`config.mk`:
```
export PLATFORM = sky130hd
export DESIGN_NAME = phy_cal_seq
export DESIGN_NICKNAME = d
export VERILOG_FILES = /design/src/rtl/phy_cal_pkg.sv /design/src/rtl/phy_cal_ctrl.sv /design/src/rtl/phy_cal_dp.sv /design/src/rtl/phy_cal_seq.sv
export SDC_FILE = /design/constraint.sdc
export NUM_CORES = 1
export LEC_CHECK = 0
export ABC_AREA = 1
export BUFFER_PORTS_ARGS = -buffer_cell sky130_fd_sc_hd__buf_2
export CAP_MARGIN = 10
export CORE_MARGIN = 8
export CORE_UTILIZATION = 48
export CTS_CLUSTER_DIAMETER = 40
export DETAILED_ROUTE_END_ITERATION = 12
export PLACE_DENSITY = 0.83
export SLEW_MARGIN = 10
export SYNTH_ARGS = -nofsm -noshare
export SYNTH_HDL_FRONTEND = slang
export SYNTH_SLANG_ARGS = --single-unit
```
`constraint.sdc`:
```
create_clock -name clk -period 2.15 [get_ports clk]
set_input_delay 0.1075 -clock clk [delete_from_list [all_inputs] [get_ports clk]]
set_output_delay 0.1075 -clock clk [all_outputs]
set_load 0.1 [all_outputs]
```
`src/rtl/phy_cal_pkg.sv`:
```
package phy_cal_pkg;

  typedef struct packed {
    logic launch;  // accept start: capture select, clear flags, index 0
    logic step;    // acked write without error, more to go
    logic finish;  // last write acked without error
    logic abort;   // acked write reported an error
  } seqStrobe_t;

  typedef enum logic {
    SEQ_IDLE = 1'b0,
    SEQ_RUN  = 1'b1
  } seqState_t;

  localparam int unsigned NUM_WRITES = 3;
  localparam int unsigned IDX_W      = $clog2(NUM_WRITES);

  localparam logic [15:0] LOS_ADDR   = 16'h0015;
  localparam logic [15:0] LOS_DATA   = 16'hA409;
  localparam logic [15:0] BOOST_ADDR = 16'h0012;
  localparam logic [15:0] BOOST_DATA = 16'hA000;
  localparam logic [15:0] RXDET_ADDR = 16'h1010;
  localparam int unsigned RXDET_LSB  = 4;

  // Returns {supported, measurement time}
  function automatic logic [8:0] rxdetTime(input logic [3:0] sel);
    case (sel)
      4'd0, 4'd1:             rxdetTime = {1'b1, 8'h04};
      4'd2, 4'd3, 4'd4:       rxdetTime = {1'b1, 8'h08};
      4'd5, 4'd6, 4'd7, 4'd8: rxdetTime = {1'b1, 8'h20};
      4'd9, 4'd10:            rxdetTime = {1'b1, 8'h40};
      default:                rxdetTime = {1'b0, 8'h00};
    endcase
  endfunction

endpackage

```
`src/rtl/phy_cal_ctrl.sv`:
```
module phy_cal_ctrl
  import phy_cal_pkg::*;
(
  input  logic       clk,
  input  logic       rst_n,
  input  logic       ctrlInReset,
  input  logic       start,
  input  logic       wrAck,
  input  logic       wrErr,
  input  logic       lastWrite,
  output logic       busy,
  output seqStrobe_t strobe
);

  seqState_t state, stateNext;

  always_comb begin
    strobe    = '0;
    stateNext = state;
    case (state)
      SEQ_IDLE: begin
        if (start && !ctrlInReset) begin
          strobe.launch = 1'b1;
          stateNext     = SEQ_RUN;
        end
      end
      SEQ_RUN: begin
        if (wrAck) begin
          if (wrErr) begin
            strobe.abort = 1'b1;
            stateNext    = SEQ_IDLE;
          end else if (lastWrite) begin
            strobe.finish = 1'b1;
            stateNext     = SEQ_IDLE;
          end else begin
            strobe.step = 1'b1;
          end
        end
      end
      default: stateNext = SEQ_IDLE;
    endcase
  end

  always_ff @(posedge clk) begin
    if (!rst_n) state <= SEQ_IDLE;
    else        state <= stateNext;
  end

  assign busy = (state == SEQ_RUN);


  blocked_start_chk: assert property (@(posedge clk) disable iff (!rst_n)
    (!busy && ctrlInReset) |=> !busy);


  idle_ack_chk: assert property (@(posedge clk) disable iff (!rst_n)
    (!busy && !start && wrAck) |=> !busy);

endmodule

```
`src/rtl/phy_cal_dp.sv`:
```
module phy_cal_dp
  import phy_cal_pkg::*;
#(
  parameter int unsigned ADDR_W = 16,
  parameter int unsigned DATA_W = 16,
  parameter int unsigned SEL_W  = 4
) (
  input  logic              clk,
  input  logic              rst_n,
  input  seqStrobe_t        strobe,
  input  logic [SEL_W-1:0]  refSel,
  output logic [ADDR_W-1:0] wrAddr,
  output logic [DATA_W-1:0] wrData,
  output logic              lastWrite,
  output logic              done,
  output logic              err
);

  localparam int unsigned LAST_IDX = NUM_WRITES - 1;

  logic [IDX_W-1:0] writeIdx;
  logic [SEL_W-1:0] selHeld;
  logic [8:0]       lookup;
  logic             selOk;

  assign lookup = rxdetTime(4'(selHeld));
  assign selOk  = lookup[8];

  // Without a known time the list is one entry shorter
  assign lastWrite = (writeIdx == IDX_W'(LAST_IDX)) ||
                     (!selOk && writeIdx == IDX_W'(LAST_IDX - 1));

  always_comb begin
    case (writeIdx)
      IDX_W'(0): begin
        wrAddr = ADDR_W'(LOS_ADDR);
        wrData = DATA_W'(LOS_DATA);
      end
      IDX_W'(1): begin
        wrAddr = ADDR_W'(BOOST_ADDR);
        wrData = DATA_W'(BOOST_DATA);
      end
      default: begin
        wrAddr = ADDR_W'(RXDET_ADDR);
        wrData = DATA_W'(lookup[7:0]) << RXDET_LSB;
      end
    endcase
  end

  always_ff @(posedge clk) begin
    if (!rst_n) begin
      writeIdx <= '0;
      selHeld  <= '0;
      done     <= 1'b0;
      err      <= 1'b0;
    end else begin
      if (strobe.launch) begin
        writeIdx <= '0;
        selHeld  <= refSel;
        done     <= 1'b0;
        err      <= 1'b0;
      end
      if (strobe.step)   writeIdx <= writeIdx + 1'b1;
      if (strobe.finish) begin
        done <= 1'b1;
        err  <= !selOk;
      end
      if (strobe.abort) begin
        done <= 1'b1;
        err  <= 1'b1;
      end
    end
  end


  err_implies_done_chk: assert property (@(posedge clk) disable iff (!rst_n)
    err |-> done);


  sel_hold_chk: assert property (@(posedge clk) disable iff (!rst_n)
    !strobe.launch |=> $stable(selHeld));

endmodule

```
`src/rtl/phy_cal_seq.sv`:
```
module phy_cal_seq
  import phy_cal_pkg::*;
#(
  parameter int unsigned ADDR_W = 16,
  parameter int unsigned DATA_W = 16,
  parameter int unsigned SEL_W  = 4
) (
  input  logic              clk,
  input  logic              rst_n,
  input  logic              ctrlInReset,
  input  logic              start,
  input  logic [SEL_W-1:0]  refSel,
  output logic              wrReq,
  output logic [ADDR_W-1:0] wrAddr,
  output logic [DATA_W-1:0] wrData,
  input  logic              wrAck,
  input  logic              wrErr,
  output logic              done,
  output logic              err
);

  seqStrobe_t strobe;
  logic       lastWrite;
  logic       busy;

  phy_cal_ctrl i_ctrl (
    .clk        (clk),
    .rst_n      (rst_n),
    .ctrlInReset(ctrlInReset),
    .start      (start),
    .wrAck      (wrAck),
    .wrErr      (wrErr),
    .lastWrite  (lastWrite),
    .busy       (busy),
    .strobe     (strobe)
  );

  phy_cal_dp #(
    .ADDR_W(ADDR_W),
    .DATA_W(DATA_W),
    .SEL_W (SEL_W)
  ) i_dp (
    .clk      (clk),
    .rst_n    (rst_n),
    .strobe   (strobe),
    .refSel   (refSel),
    .wrAddr   (wrAddr),
    .wrData   (wrData),
    .lastWrite(lastWrite),
    .done     (done),
    .err      (err)
  );

  assign wrReq = busy;


  hold_req_chk: assert property (@(posedge clk) disable iff (!rst_n)
    (wrReq && !wrAck) |=> (wrReq && $stable(wrAddr) && $stable(wrData)));


  abort_chk: assert property (@(posedge clk) disable iff (!rst_n)
    (wrReq && wrAck && wrErr) |=> (done && err && !wrReq));


  first_write_chk: assert property (@(posedge clk) disable iff (!rst_n)
    $rose(wrReq) |-> (wrAddr == ADDR_W'(LOS_ADDR) && wrData == DATA_W'(LOS_DATA)));


  done_idle_chk: assert property (@(posedge clk) disable iff (!rst_n)
    done |-> !wrReq);

endmodule

```
==> impl_metrics.tcl, run 1 <==
set metrics [dict create \
    power.density_nw_per_um2 753 \
    hold_viol_final 0 \
    fin_worst_skew_ns 0.00638 \
    startpoint_type "register" \
    hpwlAfterDp_um 1530 \
    hold_buffers 0 \
    synth_top_area_cell "dfxtp_1" \
    final_cell_area_um2 1030 \
    first_pass_iters 4 \
    holdCritPathClass "input pin to register" \
    holdPathEnd "i_dp.selHeld[0]" \
    syn_to_final_growth_pct 13.6 \
    drtIter0Drc 20 \
    placed_area_um2 997 \
    ys_seq_elements 14 \
    synthCells 126 \
    grt_pass1_wl_um 2970 \
    crit_slowest_cell "buf_2" \
    cts_tree "built" \
    worstSetupPathType "register to output pin" \
    worstSetupEndpointType "output pin" \
    dp_cells 169 \
    clock.fmax_mhz 523 \
    rsz0062_at_grt "false" \
    fillCellCount 183 \
    slowest_delay_ns 0.42 \
    grt_overflow 0 \
    ys_top_cells_by_area "dfxtp_1 (31%), buf_4 (20%), inv_1 (8.7%)" \
    vdd_drop_max_v 0.000423 \
    routed_wl_um 1800 \
    wl_per_cell_um 10.4 \
    die-height_um 59.5 \
    gp_congestion 0.751 \
    worstHoldPathCells 3 \
    finalCritPeriodShare 0.889 \
    die_area_um2 3540 \
    via_count 754 \
    clock_latency_ns 0.28 \
    hp-start "refSel[0]" \
    setup_tns_ns 0 \
    fin_nets 165 \
    io_buffer_count 24 \
    yosys.cell_types.count 17 \
    r2r_end "i_dp.lookup[5]" \
    period_minus_slack_ns 1.91 \
    drive_gt1_frac 0.311 \
    ioPinCount 45 \
    instances_no_fill 173 \
    coreArea_um2 1760 \
    setup_violations 0 \
    syn_area_um2 910 \
    clkTransAtPathRegs_ns 0.09 \
    clockBufferDepth 2 \
    cts-root-buf "clkbuf_4" \
    grt_pass1_vias 759 \
    synth-seq-area-share 0.308 \
    cpMostUsedCell "nor2_4" \
    vias_per_cell 4.36 \
    r2r_slack_ns 0.69 \
    htree_levels 1 \
    grt_antenna_before_repair 0 \
    clkSinkCount 14 \
    track_usage 0.107 \
    status "finished, final reports clean" \
    syn_area_per_cell_um2 7.22 \
    path_cells "inv_2 > ha_1 > nor2_4 > clkinvlp_4 > nor2_4 > buf_2" \
    cts-resized-gates 0 \
    cts_made_buffers 3 \
    reg2reg_from "i_ctrl.busy" \
    cp_data_required_time_ns 2.04 \
    diodes 0 \
    die_w_um 59.5 \
    drc 0 \
    ant_nets 0 \
    grt_max_degree 11 \
    leakagePower_nw 0.558 \
    crit_arrival_ns 1.80 \
    post_cts_buffers 0 \
    num_rows 15 \
    finalMaxSlewViolations 0 \
    final_util 0.586 \
    initial_core_util 0.516 \
    yosysTopAreaCellShare 0.308 \
    maxCapViolCount 0 \
    cp_max_fo 5 \
    ys_warn_count 0 \
    reg2reg_depth 9 \
]
stage by stage:
step	power, W	setup WS (ns)	hold slack, ns
final	0.000778	0.239	0.0636
after global routing	0.000811	0.129	0.0813
after CTS	0.000780	0.219	0.0666
after detailed placement	0.000594	0.521	0.360
after global placement	0.000589	0.576	0.348
after floorplan	0.000595	-0.640	0.246
per-layer routing:
layer	wire, um	global-route usage	share of wire	vias up
met5	0	0	0	-
met2	813	0.177	0.45	42
met1	733	0.119	0.41	323
li1	-	-	-	383
met3	209	0.0304	0.12	6
met4	44	0.0612	0.024	0
report_power, final:
group / internal, W / switching, W / leakage (nW) / total (W)
combinational: 0.0000362 / 0.000273 / 0.421 / 0.000309
clock: 0.000103 / 0.0000849 / 0.0210 / 0.000188
sequential: 0.000276 / 0.00000567 / 0.116 / 0.000281
state kept, by name, summed over array words and instances (netlist names):
name and cells:
i_dp.err 1, i_ctrl.busy 1, i_dp.selHeld 4, i_dp.writeIdx 2, i_dp.lookup 5, i_dp.done 1
area by class of cell:
class / count / area [um^2] / area share
inverters: 23 / 90.1 / 0.0872
well taps: 25 / 31.3 / 0.0303
flip-flops and latches: 14 / 283 / 0.274
clock buffers: 4 / 36.3 / 0.0351
multi-input cells: 83 / 473 / 0.458
repair buffers: 24 / 120 / 0.116
layout by cell type (no fill, tap or decap), drive strengths merged:
cell type,instances
clkbuf,4
or2,1
dfxtp,14
ha,6
inv,22
nor2,16
clkinvlp,1
conb,20
nand3,13
a21oi,5
o21ai,4
nand2,17
a21o,1
buf,24
Yosys cell counts:
master and instances:
buf_4 24, conb_1 2, or2_2 1, inv_2 2, nor2_4 2, o21ai_1 1, nand3_1 12, a21oi_1 5
dfxtp_1 14, inv_1 21, nor2_2 2, ha_1 6, nor2_1 12, a21o_1 1, o21ai_0 3, nand2_1 17
nand3_4 1
worst max path at each step:
stage                     startpoint  cells after the start  slack, ns         to
finish              i_dp.writeIdx[1]                      6       0.24  wrData[6]
floorplan           i_dp.writeIdx[0]                      5      -0.64  wrData[6]
global route        i_dp.writeIdx[1]                      6       0.13  wrData[6]
global placement    i_dp.writeIdx[1]                      6       0.58  wrData[6]
CTS                 i_dp.writeIdx[1]                      6       0.22  wrData[6]
detailed placement  i_dp.writeIdx[1]                      6       0.52  wrData[6]
logic make-up (layout without fill, tap and decap cells):
logic type | after synthesis | count (layout) | share of synthesized area
adder cells (fa/ha/maj) | 6 | 6 | 0.0825
AND/OR/NAND/NOR | 47 | 47 | 0.250
other | 2 | 20 | 0.00826
AO/OA/AOI/OAI | 10 | 10 | 0.0578
flip-flops | 14 | 14 | 0.308
buffers and inverters | 47 | 51 | 0.293
critical path: cells and delay by family (launching register included):
family | cells | cell delay (ns)
simple gates | 2 | 0.29
buf+inv | 3 | 0.67
fa+ha+maj | 1 | 0.22
flops | 1 | 0.35
No activity file was read; power rests on OpenSTA's default activity.
==> inputs of run 2 (changes only) <==
SETUP_SLACK_MARGIN = 0.3   (was unset)
==> run 2 against run 1 <==
  * Routed wire length is 1.5% lower
  * Sequential share of layout area is 0.14 points lower
  * Register-to-register slack gained 0.02 ns
  * Combinational power hardly changed
  * Critical path depth unchanged
  * Clock skew shrank 0.0032 ns
  * Critical endpoint unchanged
  * Largest power group unchanged
  * Highest routed layer unchanged
==> impl_metrics.tcl, run 2 (same netlist as run 1, synthesis figures left out) <==
set metrics [dict create \
    status "finished, final reports clean" \
    die_w_um 59.5 \
    cts-resized-gates 3 \
    largest_register_ffs 5 \
    finalMaxSlewViolations 0 \
    leakagePower_nw 0.558 \
    setup_violations 0 \
    cts-root-buf "clkbuf_4" \
    swShare 0.466 \
    instances_no_fill 173 \
    cp_max_fo 5 \
    dp_cells 169 \
    period_minus_slack_ns 1.77 \
    grt_pass1_vias 734 \
    first_pass_iters 4 \
    maxCapViolCount 0 \
    drive_gt1_frac 0.324 \
    via_count 747 \
    die-height_um 59.5 \
    worstSetupPathType "register to output pin" \
    clkPwrFrac 0.242 \
    crit_arrival_ns 1.66 \
    hold_viol_final 0 \
    cp-endpoint "wrData[6]" \
    hold_ws_ns 0.0737 \
    grt_max_degree 11 \
    finalCritPeriodShare 0.822 \
    grt_pass1_wl_um 2950 \
    diodes 0 \
    cp_data_required_time_ns 2.04 \
    vias_per_cell 4.32 \
    ant_nets 0 \
    startpoint_type "register" \
    die_area_um2 3540 \
    holdCritPathClass "input pin to register" \
    cts_made_buffers 3 \
    clock.fmax_mhz 566 \
    drc 0 \
    combPwrFrac 0.396 \
    reg2reg_depth 9 \
    clkSinkCount 14 \
    worstSetupEndpointType "output pin" \
    layout_commonest_cell "buf_2" \
    drtIter0Drc 26 \
    ioPinCount 45 \
    htree_levels 1 \
    r2r_end "i_dp.lookup[6]" \
    syn_to_final_growth_pct 14.7 \
    clock_latency_ns 0.28 \
    wl_per_cell_um 10.2 \
    final_util 0.591 \
    vdd_drop_max_v 0.000473 \
    routed_wl_um 1770 \
    rsz0062_at_grt "false" \
    setup_tns_ns 0 \
    final_cell_mix "buf_2 (21), conb_1 (20), inv_1 (18), nand2_1 (17), nand3_1 (12)" \
    fin_worst_skew_ns 0.00323 \
    num_rows 15 \
    io_buffer_count 24 \
    gp_congestion 0.749 \
    post_cts_buffers 0 \
    crit_path_start "i_dp.writeIdx[1]" \
    initial_core_util 0.516 \
    fin_nets 165 \
    coreArea_um2 1760 \
    sequentialPowerShare 0.362 \
    reg2reg_from "i_ctrl.busy" \
    grt_antenna_before_repair 0 \
    fillCellCount 189 \
    clockBufferDepth 2 \
    track_usage 0.106 \
    hold_buffers 0 \
    hpwlAfterDp_um 1510 \
    power.density_nw_per_um2 747 \
    p_sw_w 0.000363 \
    cts_tree "built" \
    p_int_w 0.000416 \
    grt_overflow 0 \
    clkTransAtPathRegs_ns 0.09 \
    r2r_slack_ns 0.71 \
]
[run 2: worst min-delay path by stage]
stage / start / end / slack, ns / cells after the start
global route: refSel[0] / i_dp.selHeld[0] / 0.08 / 3
CTS: refSel[0] / i_dp.selHeld[0] / 0.07 / 3
finish: refSel[0] / i_dp.selHeld[0] / 0.07 / 3
global placement: refSel[0] / i_dp.selHeld[0] / 0.35 / 3
floorplan: rst_n / i_ctrl.busy / 0.24 / 2
detailed placement: refSel[0] / i_dp.selHeld[0] / 0.35 / 3
[run 2: power by group through the flow]
stage | Combinational, W | Sequential (W) | Clock, W
after detailed placement | 0.000307 | 0.000288 | 0
after global routing | 0.000325 | 0.000284 | 0.000203
after global placement | 0.000302 | 0.000287 | 0
final | 0.000309 | 0.000282 | 0.000189
after CTS | 0.000308 | 0.000282 | 0.000191
after floorplan | 0.000292 | 0.000304 | 0
[run 2: worst max-delay path, cell delays in order (launching register included)]
cell,delay [ns]
dfxtp_2,0.36
inv_2,0.06
ha_1,0.21
nor2_4,0.15
clkinvlp_4,0.18
nor2_4,0.13
buf_4,0.29
[run 2: routing by layer]
metal,wire [um],global-route usage,part of all wire
met4,29,0.0510,0.016
met5,0,0,0
met2,813,0.176,0.46
met1,751,0.117,0.42
met3,178,0.0347,0.10
[run 2: cell type report]
type / instances / area (um^2) / share of cell area
inverter: 23 / 90.1 / 0.0863
multi-input combinational: 83 / 474 / 0.454
sequential: 14 / 284 / 0.272
clock buffer: 4 / 36.3 / 0.0348
timing repair buffer: 24 / 128 / 0.122
tap: 25 / 31.3 / 0.0300
[run 2: stage by stage]
step | total power [W] | setup WS, ns | cell area [um^2]
6_report | 0.000779 | 0.383 | 1040
5_1_grt | 0.000811 | 0.313 | 1040
4_1_cts | 0.000781 | 0.366 | 1040
3_5_place_dp | 0.000595 | 0.539 | 1000
3_3_place_gp | 0.000590 | 0.577 | 1000
2_1_floorplan | 0.000596 | -0.640 | 1030
==> inputs of run 3 (changes only) <==
CORE_UTILIZATION = 40   (was 48)
PLACE_DENSITY = 0.74   (was 0.83)
clock period = 1.6 ns   (was 2.15 ns; I/O delays follow)
==> run 3 against run 2 <==
  * Non-clock buffer count rose by 13
  * Utilization rose by 6.7 points
  * Routed wire length rose by 32%
  * Critical endpoint is now wrData[7]
==> impl_metrics.tcl, run 3 (same netlist as run 1, synthesis figures left out) <==
set metrics [dict create \
    status "finished, final reports clean" \
    gp_congestion 0.743 \
    cts_made_buffers 3 \
    clockBufferDepth 2 \
    largest_register_ffs 5 \
    instances_no_fill 189 \
    grt_max_degree 9 \
    clkSinkCount 14 \
    fin_worst_skew_ns 0.00503 \
    finalCritPeriodShare 1.00 \
    clock.fmax_mhz 625 \
    placed_area_um2 1100 \
    grt_pass1_vias 862 \
    io_buffer_count 24 \
    grt_overflow 0 \
    cpMostUsedCell "nor2_4" \
    setup_violations 0 \
    cp_max_fo 5 \
    cts_tree "built" \
    final_cell_area_um2 1440 \
    dp_worst_setup_slack_ns 0.160 \
    grt_antenna_before_repair 0 \
    period_minus_slack_ns 1.60 \
    layout_commonest_cell "conb_1" \
    leakagePower_nw 0.691 \
    dp_cells 172 \
    cp_data_required_time_ns 1.52 \
    power.density_nw_per_um2 756 \
    vias_per_cell 4.38 \
    worstSetupEndpointType "output pin" \
    htree_levels 1 \
    maxCapViolCount 0 \
    vdd_drop_max_v 0.000590 \
    first_pass_iters 4 \
    layout_setup_ws_ns 0.000655 \
    clock_latency_ns 0.28 \
    crit_arrival_ns 1.52 \
    num_rows 17 \
    slowest_delay_ns 0.36 \
    final_util 0.658 \
    fin_nets 178 \
    drc 0 \
    via_count 828 \
    track_usage 0.107 \
    diodes 0 \
    crit_slowest_cell "dfxtp_2" \
    wl_per_cell_um 12.4 \
    rsz0062_at_grt "true" \
    routed_wl_um 2340 \
    initial_core_util 0.415 \
    syn_to_final_growth_pct 58.6 \
    clkTransAtPathRegs_ns 0.08 \
    drtIter0Drc 10 \
    drive_gt1_frac 0.559 \
    final_cell_mix "conb_1 (20), inv_1 (13), buf_2 (12), dfxtp_1 (11)" \
    hpwlAfterDp_um 1550 \
    die-height_um 63.7 \
    cts-root-buf "clkbuf_4" \
    holdCritPathClass "input pin to register" \
    ant_nets 0 \
    die_w_um 63.7 \
    finalMaxSlewViolations 0 \
    coreArea_um2 2190 \
    ioPinCount 45 \
    startpoint_type "register" \
    hold_viol_final 0 \
    hold_buffers 0 \
    path_cells "inv_4 > ha_4 > nor2_4 > clkinvlp_4 > nor2_4 > buf_12" \
    grt_pass1_wl_um 3570 \
    die_area_um2 4060 \
    worstSetupPathType "register to output pin" \
]
[run 3: cell count changes in the layout (fill, tap and decap cells not counted), moves of 3 or more]
cell / delta
inv_1: -5
nand3_1: -7
nand2_1: -7
nor2_2: +3
buf_4: +7
buf_12: +10
buf_2: -9
nor2_1: -4
ha_4: +4
inv_4: +3
buf_6: +5
nand3_2: +7
nand2_2: +7
ha_1: -4
[run 3: final timing paths]
check / startpoint / slack [ns] / to / cells past startpoint
hold / removal: refSel[1] / 0.06 / i_dp.selHeld[1] / 3
setup reg to reg: i_dp.writeIdx[0] / 0.27 / i_dp.writeIdx[0] / 9
hold reg to reg: i_dp.done / 0.47 / i_dp.done / 2
setup / recovery: i_dp.writeIdx[1] / 0.0007 / wrData[7] / 6
[run 3: timing repair]
action / 4_1_cts / 5_1_grt
gates resized for setup: 32 / 28
pin swaps: 10 / 13
buffers inserted: 11 / 2
endpoints found under the setup margin: 15 / 19
[run 3: cell type report]
cell class              count  area, um^2
fillers                   185         748
multi-input cells          83         603
repair buffers             37         392
flip-flops and latches     14         289
inverters                  23        97.6
well taps                  28        35.0
clock buffers               4        26.3
[run 3: power by group]
part	total (W)	leakage (nW)	internal [W]	switching, W
clock	0.000209	0.0150	0.0000968	0.000113
combinational	0.000504	0.559	0.000104	0.000400
sequential	0.000378	0.117	0.000369	0.00000876
total	0.00109	0.691	0.000570	0.000521
[run 3: worst max-delay path, delay by kind of cell, from the launching register on]
family	cells	cell delay (ns)
fa+ha+maj	1	0.16
simple gates	2	0.28
flops	1	0.36
buf+inv	3	0.42
[run 3: metrics by stage]
step	total power, W	TNS (ns)	hold WS [ns]
4_1_cts	0.00106	-0.0802	0.0581
3_5_place_dp	0.000818	0	0.344
5_1_grt	0.00114	-0.383	0.0548
6_report	0.00109	0	0.0575
3_3_place_gp	0.000809	0	0.327
2_1_floorplan	0.000807	-5.11	0.208
[run 3: routing by layer]
metal / share of wire / track usage / vias up / routed length (um)
met5: 0 / 0 / - / 0
met4: 0.026 / 0.0808 / 0 / 60
met3: 0.047 / 0.0265 / 4 / 110
met2: 0.53 / 0.189 / 42 / 1230
met1: 0.40 / 0.104 / 374 / 933
li1: - / - / 408 / -
